## src/rtl/xur_pkg.sv

```systemverilog
package xur_pkg;
   localparam int BANK_W = 2;
   localparam int SLOT_W = 2;
   localparam int NUM_BANKS = 1 << BANK_W;
   localparam int NUM_SLOTS = 1 << SLOT_W;

   typedef enum logic [1:0] {
      TGT_STD  = 2'd0,
      TGT_LCR  = 2'd1,
      TGT_EFR  = 2'd2,
      TGT_BANK = 2'd3
   } xur_tgt_e;

   typedef struct packed {
      xur_tgt_e          tgt;
      logic [BANK_W-1:0] bank;
      logic [SLOT_W-1:0] slot;
   } xur_route_t;
endpackage

```

## src/rtl/xur_decode.sv

```systemverilog
module xur_decode
   import xur_pkg::*;
#(
   parameter int                DATA_W    = 8,
   parameter int                ADDR_W    = 3,
   parameter logic [DATA_W-1:0] MAGIC     = 8'hBF,
   parameter int                LCR_OFS   = 3,
   parameter int                EFR_OFS   = 2,
   parameter int                BANK_BASE = 4
) (
   input  logic [ADDR_W-1:0] addr,
   input  logic [DATA_W-1:0] lcr,
   input  logic [BANK_W-1:0] bank_fld,
   output xur_route_t        route
);
   logic              enh_view;
   logic [ADDR_W-1:0] rel_ofs;

   assign enh_view = (lcr == MAGIC);
   assign rel_ofs  = addr - ADDR_W'(BANK_BASE);

   always_comb begin
      route.tgt  = TGT_STD;
      route.bank = bank_fld;
      route.slot = rel_ofs[SLOT_W-1:0];
      if (addr == ADDR_W'(LCR_OFS)) begin
         route.tgt = TGT_LCR;
      end else if (enh_view && addr == ADDR_W'(EFR_OFS)) begin
         route.tgt = TGT_EFR;
      end else if (enh_view && addr >= ADDR_W'(BANK_BASE)) begin
         route.tgt = TGT_BANK;
      end
   end
endmodule

```

## src/rtl/xur_bank.sv

```systemverilog
module xur_bank
   import xur_pkg::*;
#(
   parameter int                           DATA_W    = 8,
   parameter logic [NUM_SLOTS-1:0]         WR_MASK   = '1,
   parameter logic [NUM_SLOTS*DATA_W-1:0]  CONST_VAL = '0
) (
   input  logic              clk,
   input  logic              rst_n,
   input  logic              we,
   input  logic [SLOT_W-1:0] slot,
   input  logic [DATA_W-1:0] wdata,
   output logic [DATA_W-1:0] rdata
);
   logic [DATA_W-1:0] slot_val [NUM_SLOTS];

   for (genvar s = 0; s < NUM_SLOTS; s++) begin : g_slot
      if (WR_MASK[s]) begin : g_rw
         logic [DATA_W-1:0] q;
         always_ff @(posedge clk or negedge rst_n) begin
            if (!rst_n) begin
               q <= '0;
            end else if (we && slot == SLOT_W'(s)) begin
               q <= wdata;
            end
         end
         assign slot_val[s] = q;
      end else begin : g_ro
         assign slot_val[s] = CONST_VAL[s*DATA_W +: DATA_W];
      end
   end

   assign rdata = slot_val[slot];
endmodule

```

## src/rtl/xur_regfile.sv

```systemverilog
module xur_regfile
   import xur_pkg::*;
#(
   parameter int                   DATA_W       = 8,
   parameter int                   ADDR_W       = 3,
   parameter logic [DATA_W-1:0]    MAGIC        = 8'hBF,
   parameter logic [DATA_W-1:0]    HW_ID        = 8'h01,
   parameter int                   LCR_OFS      = 3,
   parameter int                   EFR_OFS      = 2,
   parameter int                   BANK_BASE    = 4,
   parameter int                   EN_BIT       = 4,
   parameter int                   ID_BANK      = 2,
   parameter int                   ID_SLOT      = 1,
   parameter logic [NUM_BANKS-1:0] BANK_PRESENT = 4'b0111
) (
   input  logic              clk,
   input  logic              rst_n,
   input  logic [ADDR_W-1:0] addr,
   input  logic [DATA_W-1:0] wdata,
   input  logic              wr_en,
   input  logic              rd_en,
   output logic [DATA_W-1:0] rdata,
   output logic              enh_en
);
   localparam int NUM_OFS = 1 << ADDR_W;
   localparam int FLD_LSB = DATA_W - BANK_W;

   if (DATA_W < 8) begin : g_bad_width
      $error("xur_regfile: DATA_W must be at least 8");
   end
   if (BANK_BASE + NUM_SLOTS > NUM_OFS) begin : g_bad_base
      $error("xur_regfile: bank window exceeds address space");
   end
   if (EN_BIT >= FLD_LSB) begin : g_bad_en
      $error("xur_regfile: enable bit overlaps bank field");
   end
   if (LCR_OFS == EFR_OFS || LCR_OFS >= BANK_BASE - 0 && LCR_OFS < BANK_BASE + NUM_SLOTS) begin : g_bad_ofs
      $error("xur_regfile: offset map overlaps");
   end

   logic [DATA_W-1:0] lcr_q;
   logic [DATA_W-1:0] efr_q;
   logic [DATA_W-1:0] std_q  [NUM_OFS];
   logic [DATA_W-1:0] bank_rd[NUM_BANKS];
   xur_route_t        route;

   xur_decode #(
      .DATA_W   (DATA_W),
      .ADDR_W   (ADDR_W),
      .MAGIC    (MAGIC),
      .LCR_OFS  (LCR_OFS),
      .EFR_OFS  (EFR_OFS),
      .BANK_BASE(BANK_BASE)
   ) u_decode (
      .addr    (addr),
      .lcr     (lcr_q),
      .bank_fld(efr_q[DATA_W-1:FLD_LSB]),
      .route   (route)
   );

   always_ff @(posedge clk or negedge rst_n) begin
      if (!rst_n) begin
         lcr_q <= '0;
         efr_q <= '0;
      end else if (wr_en) begin
         if (route.tgt == TGT_LCR) lcr_q <= wdata;
         if (route.tgt == TGT_EFR) efr_q <= wdata;
      end
   end

   always_ff @(posedge clk or negedge rst_n) begin
      if (!rst_n) begin
         for (int i = 0; i < NUM_OFS; i++) std_q[i] <= '0;
      end else if (wr_en && route.tgt == TGT_STD) begin
         std_q[addr] <= wdata;
      end
   end

   for (genvar b = 0; b < NUM_BANKS; b++) begin : g_bank
      if (BANK_PRESENT[b]) begin : g_on
         localparam logic [NUM_SLOTS-1:0] WMASK =
            (b == ID_BANK) ? ~(NUM_SLOTS'(1) << ID_SLOT) : '1;
         localparam logic [NUM_SLOTS*DATA_W-1:0] CVAL =
            (b == ID_BANK) ? ((NUM_SLOTS*DATA_W)'(HW_ID) << (ID_SLOT*DATA_W)) : '0;
         logic bank_we;
         assign bank_we = wr_en && route.tgt == TGT_BANK && route.bank == BANK_W'(b);
         xur_bank #(
            .DATA_W   (DATA_W),
            .WR_MASK  (WMASK),
            .CONST_VAL(CVAL)
         ) u_bank (
            .clk  (clk),
            .rst_n(rst_n),
            .we   (bank_we),
            .slot (route.slot),
            .wdata(wdata),
            .rdata(bank_rd[b])
         );
      end else begin : g_off
         assign bank_rd[b] = '0;
      end
   end

   always_comb begin
      rdata = '0;
      if (rd_en) begin
         unique case (route.tgt)
            TGT_LCR:  rdata = lcr_q;
            TGT_EFR:  rdata = efr_q;
            TGT_BANK: rdata = bank_rd[route.bank];
            default:  rdata = std_q[addr];
         endcase
      end
   end

   assign enh_en = efr_q[EN_BIT];
endmodule

```

## config.mk

```make
export PLATFORM = sky130hd
export DESIGN_NAME = xur_regfile
export DESIGN_NICKNAME = d
export VERILOG_FILES = /design/src/rtl/xur_pkg.sv /design/src/rtl/xur_decode.sv /design/src/rtl/xur_bank.sv /design/src/rtl/xur_regfile.sv
export SDC_FILE = /design/constraint.sdc
export NUM_CORES = 1
export LEC_CHECK = 0
export BUFFER_PORTS_ARGS = -buffer_cell sky130_fd_sc_hd__buf_2
export CAP_MARGIN = 40
export CORE_ASPECT_RATIO = 0.5
export CORE_MARGIN = 3
export CORE_UTILIZATION = 49
export CTS_CLUSTER_SIZE = 12
export DETAILED_ROUTE_END_ITERATION = 10
export GPL_ROUTABILITY_DRIVEN = 0
export HOLD_SLACK_MARGIN = 0.08
export PLACE_DENSITY = 0.67
export SYNTH_ARGS = -nofsm -noshare
export SYNTH_HDL_FRONTEND = slang
export SYNTH_SLANG_ARGS = --single-unit
```

## constraint.sdc

```tcl
create_clock -name clk -period 1.8 [get_ports clk]
set_input_delay 0 -clock clk [delete_from_list [all_inputs] [get_ports clk]]
set_output_delay 0 -clock clk [all_outputs]
set_load 0.005 [all_outputs]
```

==> impl_metrics.py, run 1 <==
metrics = {
    "outcome": {
        "status": "finished with violations",
        "violations": "setup timing",
    },
    "power_and_ir_drop": {
        "cellPowerDensity_mw_per_mm2": 935,
        "ir_drop_mv": 0.571,
        "power_uw": 8860,
        "leakage_uw": 0.00441,
    },
    "critical_path": {
        "r2r_end": "g_bank[2].g_on.u_bank.g_slot[2].g_rw.q[6]",
        "worstSetupStartpointType": "register",
        "end_kind": "primary output",
        "ff2ff_path_depth": 9,
        "crit_arrival_ns": 2.13,
        "critPathLaunch": "lcr_q[6]",
        "rrSetupSlack_ns": -0.14,
        "cp-endpoint": "rdata[0]",
        "crit_fanout": 8,
        "r2r-start": "lcr_q[6]",
        "worstPathRequired_ns": 1.80,
        "crit_type": "reg -> out",
    },
    "clock_network": {
        "cts_root_buffer": "clkbuf_16",
        "htreeDepth": 4,
        "cts_max_path_buffers": 2,
        "clk_latency_ns": 0.42,
        "cts_tree": "built",
        "clkTransAtPathRegs_ns": 0.06,
        "cts_inserted_buffers": 17,
        "clock-sinks": 160,
    },
    "layout": {
        "nNetsFinal": 627,
        "final_common_cell": "dfrtp_1",
        "area.growth.synth_to_final_pct": 19.2,
        "diodes": 0,
        "layout_common_cells": "dfrtp_1 (159), mux2_2 (126), mux2i_1 (41), mux2_4 (41), buf_4 (35)",
        "final_layout_size_suffix_gt1_frac": 0.538,
        "fin_util": 0.606,
    },
    "logic_synthesis": {
        "synth-main-ff-cell": "dfrtp_1",
        "yosys_warnings": 0,
        "ys_ff_latch": 160,
        "synth.distinct_cells": 44,
        "synth_nets": 577,
        "synth_cells": 562,
        "synth_edf_count": 0,
        "ys_seq_area_frac": 0.503,
        "postSynthAreaPerCell_um2": 14.2,
        "syn_area_mm2": 0.00795,
        "ys_async_sr_fraction": 1.00,
    },
    "timing": {
        "slew_violations": 0,
        "max_slew.worst_pin.slew_ns": 0.513,
        "worst_slack_ns": -0.334,
        "setup_viol": 104,
        "fmax_ghz": 0.469,
        "hold_viol": 0,
        "max_slew_margin": 0.658,
        "period_needed_ns": 2.13,
        "fin_crit_sh": 1.19,
        "skew_ns": 0.0149,
        "rsz0062_at_grt": "true",
    },
    "floorplanning": {
        "die_area_mm2": 0.0179,
        "core_mm2": 0.0157,
        "dieHeight_um": 96.1,
        "die_width_um": 186,
        "io_pins": 24,
        "start_util": 0.508,
        "rows": 32,
    },
    "route": {
        "vias": 4940,
        "drt-wirelength-per-cell_um": 21.9,
        "via_per_inst": 5.85,
        "drt-pass1-iter-count": 4,
        "drt_iter0_markers": 416,
        "final_antenna_net_count": 0,
        "drcViolationCount": 0,
        "wirelength_um": 18500,
    },
    "global_routing": {
        "antenna_found_initial": 0,
        "grt_usage": 0.219,
        "grt_pass1_wl_um": 29400,
        "gr-total-overflow": 0,
        "grt_pass1_vias": 5096,
        "grt_max_degree": 51,
    },
    "placement": {
        "port_buffers": 23,
        "dpl.hpwl_um": 12100,
    },
    "run": {
        "maxCapViolCount": 0,
    },
    "min_path": {
        "hold_path_class": "in -> async",
    },
}
-- final cells by class --
type | instances | area [um^2]
Fill cell | 1198 | 6170
Clock buffer | 17 | 425
Clock inverter | 14 | 154
Tap cell | 221 | 277
Timing Repair Buffer | 76 | 682
Inverter | 9 | 33.8
Sequential cell | 160 | 4010
Multi-Input combinational cell | 348 | 3910
-- worst max-delay path, stage by stage (launching register included) --
cell	delay (ns)
dfrtp_1	0.38
nand4b_4	0.19
buf_12	0.15
nor3_4	0.17
buf_6	0.16
nand4_1	0.19
a211oi_2	0.32
buf_2	0.17
-- worst min path at each step --
stage | endpoint | depth (start not counted) | slack [ns]
floorplan | efr_q[0] | 0 | -0.30
global placement | std_q[57] | 1 | -0.02
detailed placement | std_q[57] | 1 | -0.02
CTS | std_q[21] | 2 | 0.11
global route | std_q[41] | 2 | 0.15
finish | std_q[57] | 2 | 0.11
-- per-stage QoR --
step	cell area, um^2	setup TNS, ns	setup slack (ns)	hold WS [ns]	cells
global placement	8500	0	0.00683	-0.0206	803
CTS	9350	-5.52	-0.264	0.114	844
floorplan	7950	0	0.134	-0.296	562
global route	9480	-13.90	-0.384	0.149	845
detailed placement	8500	-0.454	-0.0357	-0.0230	803
finish	9480	-7.42	-0.334	0.113	845
-- per-layer routing --
layer | up-vias | global-route usage | part of all wire
met5 | - | 0 | 0
met4 | 0 | 0.0582 | 0.010
met3 | 17 | 0.0408 | 0.058
met2 | 120 | 0.329 | 0.45
met1 | 2604 | 0.327 | 0.48
li1 | 2199 | - | -
-- registers in the layout, indices dropped and copies added, names as in the netlist --
signal and cells:
lcr_q 8, std_q 56, efr_q 8, g_bank.g_on.u_bank.g_slot.g_rw.q 88
-- cells by family after synthesis --
| logic type | after synthesis | share of synthesized area |
|---|---|---|
| buf+inv | 54 | 0.0362 |
| flops | 160 | 0.503 |
| mux | 216 | 0.318 |
| simple gates | 69 | 0.0845 |
| compound gates | 63 | 0.0577 |
-- synthesized netlist by cell type, drive strengths merged (4+ instances only) --
library cell	number	share of area
a211oi	4	0.0038
buf	25	0.022
nor2	6	0.0071
nor2b	5	0.0039
o21ai	4	0.0025
mux2	167	0.24
nand2b	9	0.0071
inv	9	0.0042
clkbuf	20	0.0094
a21oi	8	0.0050
o221ai	14	0.015
mux2i	41	0.052
nand4	19	0.035
o22ai	8	0.0063
a22oi	18	0.017
dfrtp	160	0.50
a32oi	5	0.0055
nand3	5	0.0091
mux4	8	0.023
nand2	10	0.0047
-- power by group --
part,internal [uW],switching (uW)
clock network,2060,1560
logic,619,512
registers,3920,193
-- timing repair --
item,in CTS,in global routing
setup endpoints to repair,35,105
hold endpoints to repair,160,0
gates resized for setup,40,28
buffers inserted,9,2
hold buffers,1,0
pin swaps,17,4
No activity file was read; power rests on OpenSTA's default activity.
==> inputs of run 2 (changes only) <==
- ABC_AREA: unset -> 1
==> run 2 against run 1 <==
The run still ends with setup timing left. Register-to-register slack better by 0.10 ns. Synthesized cell count up 91%. Maximum frequency up 12%. Largest power group unchanged. Non-clock buffer count up 11. Largest cell class unchanged. Cell area up 6.0%.
==> impl_metrics.py, run 2 <==
metrics = {
    "logic_synthesis": {
        "yosys_warnings": 0,
        "synthDominantCellAreaShare": 0.502,
        "synth.distinct_cells": 28,
        "synth_cells": 1074,
        "yosys.area.top_type": "dfrtp_1",
        "syn_area_mm2": 0.00832,
        "synth-main-ff-cell": "dfrtp_1",
        "ys_async_sr_fraction": 1.00,
        "postSynthAreaPerCell_um2": 7.75,
        "synth_nets": 1089,
        "ys_seq_area_frac": 0.502,
        "ys_top_cells_by_area": "dfrtp_1 (50%), nand2_1 (18%), o21ai_1 (6.4%)",
        "netlist_top_cells_count": "nand2_1 (396), dfrtp_1 (167), o21ai_1 (107)",
        "synth_edf_count": 0,
        "ys_ff_latch": 167,
        "synth.most_common_cell": "nand2_1",
    },
    "layout": {
        "layout_common_cells": "nand2_1 (369), dfrtp_1 (166), o21ai_1 (102)",
        "final_common_cell": "nand2_1",
        "max_flop_register": "g_bank.g_on.u_bank.g_slot.g_rw.q",
        "area.growth.synth_to_final_pct": 20.7,
        "largest_register_ffs": 88,
        "fin_cells": 1357,
        "fin_area_mm2": 0.0100,
        "final_layout_size_suffix_gt1_frac": 0.198,
        "nNetsFinal": 1138,
        "reg.largest.list": "g_bank.g_on.u_bank.g_slot.g_rw.q x88, std_q x63",
        "diodes": 0,
    },
    "timing": {
        "fmax_ghz": 0.522,
        "skew_ns": 0.0132,
        "fin_crit_sh": 1.06,
        "hold_viol": 0,
        "worst_slack_ns": -0.114,
        "max_slew.worst_pin.slew_ns": 0.502,
        "max_slew_margin": 0.665,
        "setup_viol": 40,
        "slew_violations": 0,
        "rsz0062_at_grt": "true",
        "fin_setup_tns_ns": -1.33,
        "period_needed_ns": 1.91,
    },
    "outcome": {
        "violations": "setup timing",
        "status": "finished with violations",
    },
    "critical_path": {
        "crit_fanout": 5,
        "crit_arrival_ns": 1.91,
        "ff2ff_path_depth": 9,
        "crit_buf_inv": 2,
        "r2r_end": "g_bank[1].g_on.u_bank.g_slot[1].g_rw.q[7]",
        "slowest_delay_ns": 0.39,
        "critPathLaunch": "lcr_q[4]",
        "slowest_stage": "dfrtp_1",
        "crit_path_frequent_cell": "a21oi_2",
        "worstSetupStartpointType": "register",
        "end_kind": "primary output",
        "r2r-start": "lcr_q[4]",
        "crit_family": "simple AND/OR/NAND/NOR gates",
        "worstPathRequired_ns": 1.80,
        "crit_type": "reg -> out",
        "rrSetupSlack_ns": -0.04,
        "worstPathCellList": "nand2_2, nor2_4, nand3_4, buf_12, a21oi_2, nand3_2, a21oi_2, buf_2",
    },
    "power_and_ir_drop": {
        "cellPowerDensity_mw_per_mm2": 900,
        "ir_drop_mv": 0.700,
        "leakage_uw": 0.00472,
    },
    "global_routing": {
        "grt_pass1_wl_um": 36700,
        "gr-total-overflow": 0,
        "antenna_found_initial": 0,
        "grt_usage": 0.251,
        "grt_pass1_vias": 6964,
        "grt_max_degree": 36,
    },
    "floorplanning": {
        "dieHeight_um": 98.2,
        "start_util": 0.520,
        "io_pins": 24,
        "core_mm2": 0.0160,
        "rows": 32,
        "die_width_um": 190,
        "die_area_mm2": 0.0187,
    },
    "placement": {
        "port_buffers": 23,
        "dpl.hpwl_um": 14200,
        "dpl.cell_count": 1293,
        "placed_area_mm2": 0.00872,
    },
    "route": {
        "drt_iter0_markers": 711,
        "via_per_inst": 5.43,
        "drcViolationCount": 0,
        "final_antenna_net_count": 0,
        "drt-wirelength-per-cell_um": 17.3,
        "wirelength_um": 23500,
        "vias": 7365,
        "drt-pass1-iter-count": 5,
    },
    "clock_network": {
        "clk_latency_ns": 0.43,
        "cts_max_path_buffers": 2,
        "clock-sinks": 167,
        "clkTransAtPathRegs_ns": 0.07,
        "cts_root_buffer": "clkbuf_16",
        "cts_tree": "built",
        "cts_inserted_buffers": 17,
        "htreeDepth": 4,
    },
    "min_path": {
        "hold_path_class": "in -> async",
    },
    "run": {
        "maxCapViolCount": 0,
    },
}
-- run 2: metal layers --
metal / track usage / wire, um
met1: 0.360 / 10700
met2: 0.388 / 10800
met3: 0.0448 / 1590
met4: 0.0845 / 365
met5: 0 / 0
-- run 2: worst reg2reg max path, stage by stage, from the launching register on --
cell       delay, ns
dfrtp_1         0.39
nand2_2         0.08
nor2_4          0.16
nand3_4         0.14
buf_16          0.18
nor2_4          0.18
clkbuf_16       0.22
buf_12          0.11
nand3_4         0.15
o21ai_2         0.15
-- run 2: what timing repair did --
| action | CTS | global route |
|---|---|---|
| cloned | 1 | 10 |
| setup endpoints to repair | 8 | 114 |
| resized for setup | 36 | 59 |
| hold buffers | 11 | 0 |
| buffers inserted | 5 | 6 |
| hold endpoints to repair | 202 | 0 |
| pin swaps | 19 | 16 |
-- run 2: cell families after synthesis --
family,count (synthesis),share of synthesized area
AO/OA/AOI/OAI,201,0.128
buffers and inverters,152,0.0840
flip-flops,167,0.502
AND/OR/NAND/NOR,554,0.286
-- run 2: report_power, final --
part | switching (uW) | internal, uW | total, uW
Clock | 1640 | 2020 | 3660
Combinational | 774 | 412 | 1190
Sequential | 153 | 4050 | 4200
-- run 2: area by class of cell --
type	count	area, um^2
clock buffer	19	453
clock inverter	13	133
fill	1376	5970
inverter	87	332
multi-input combinational	763	3830
sequential	167	4180
tap	221	277
timing repair buffer	87	847
-- run 2: how the worst max path moves through the flow --
stage | endpoint | slack (ns) | depth (start not counted)
after CTS | rdata[6] | -0.12 | 9
after floorplan | g_bank[0].g_on.u_bank.g_slot[2].g_rw.q[5] | 0.15 | 6
final | rdata[6] | -0.11 | 8
after detailed placement | g_bank[2].g_on.u_bank.g_slot[3].g_rw.q[4] | 0.04 | 9
after global routing | rdata[6] | -0.19 | 9
after global placement | g_bank[2].g_on.u_bank.g_slot[3].g_rw.q[2] | 0.09 | 9
-- run 2: stage by stage --
step	setup slack [ns]	total power, uW	hold WS (ns)	utilization
after CTS	-0.121	9010	0.176	0.600
after floorplan	0.151	4910	-0.296	-
after detailed placement	0.0443	5330	-0.0557	0.545
final	-0.114	9050	0.176	0.627
after global placement	0.0897	5300	-0.0632	0.545
after global routing	-0.190	9450	0.208	0.627
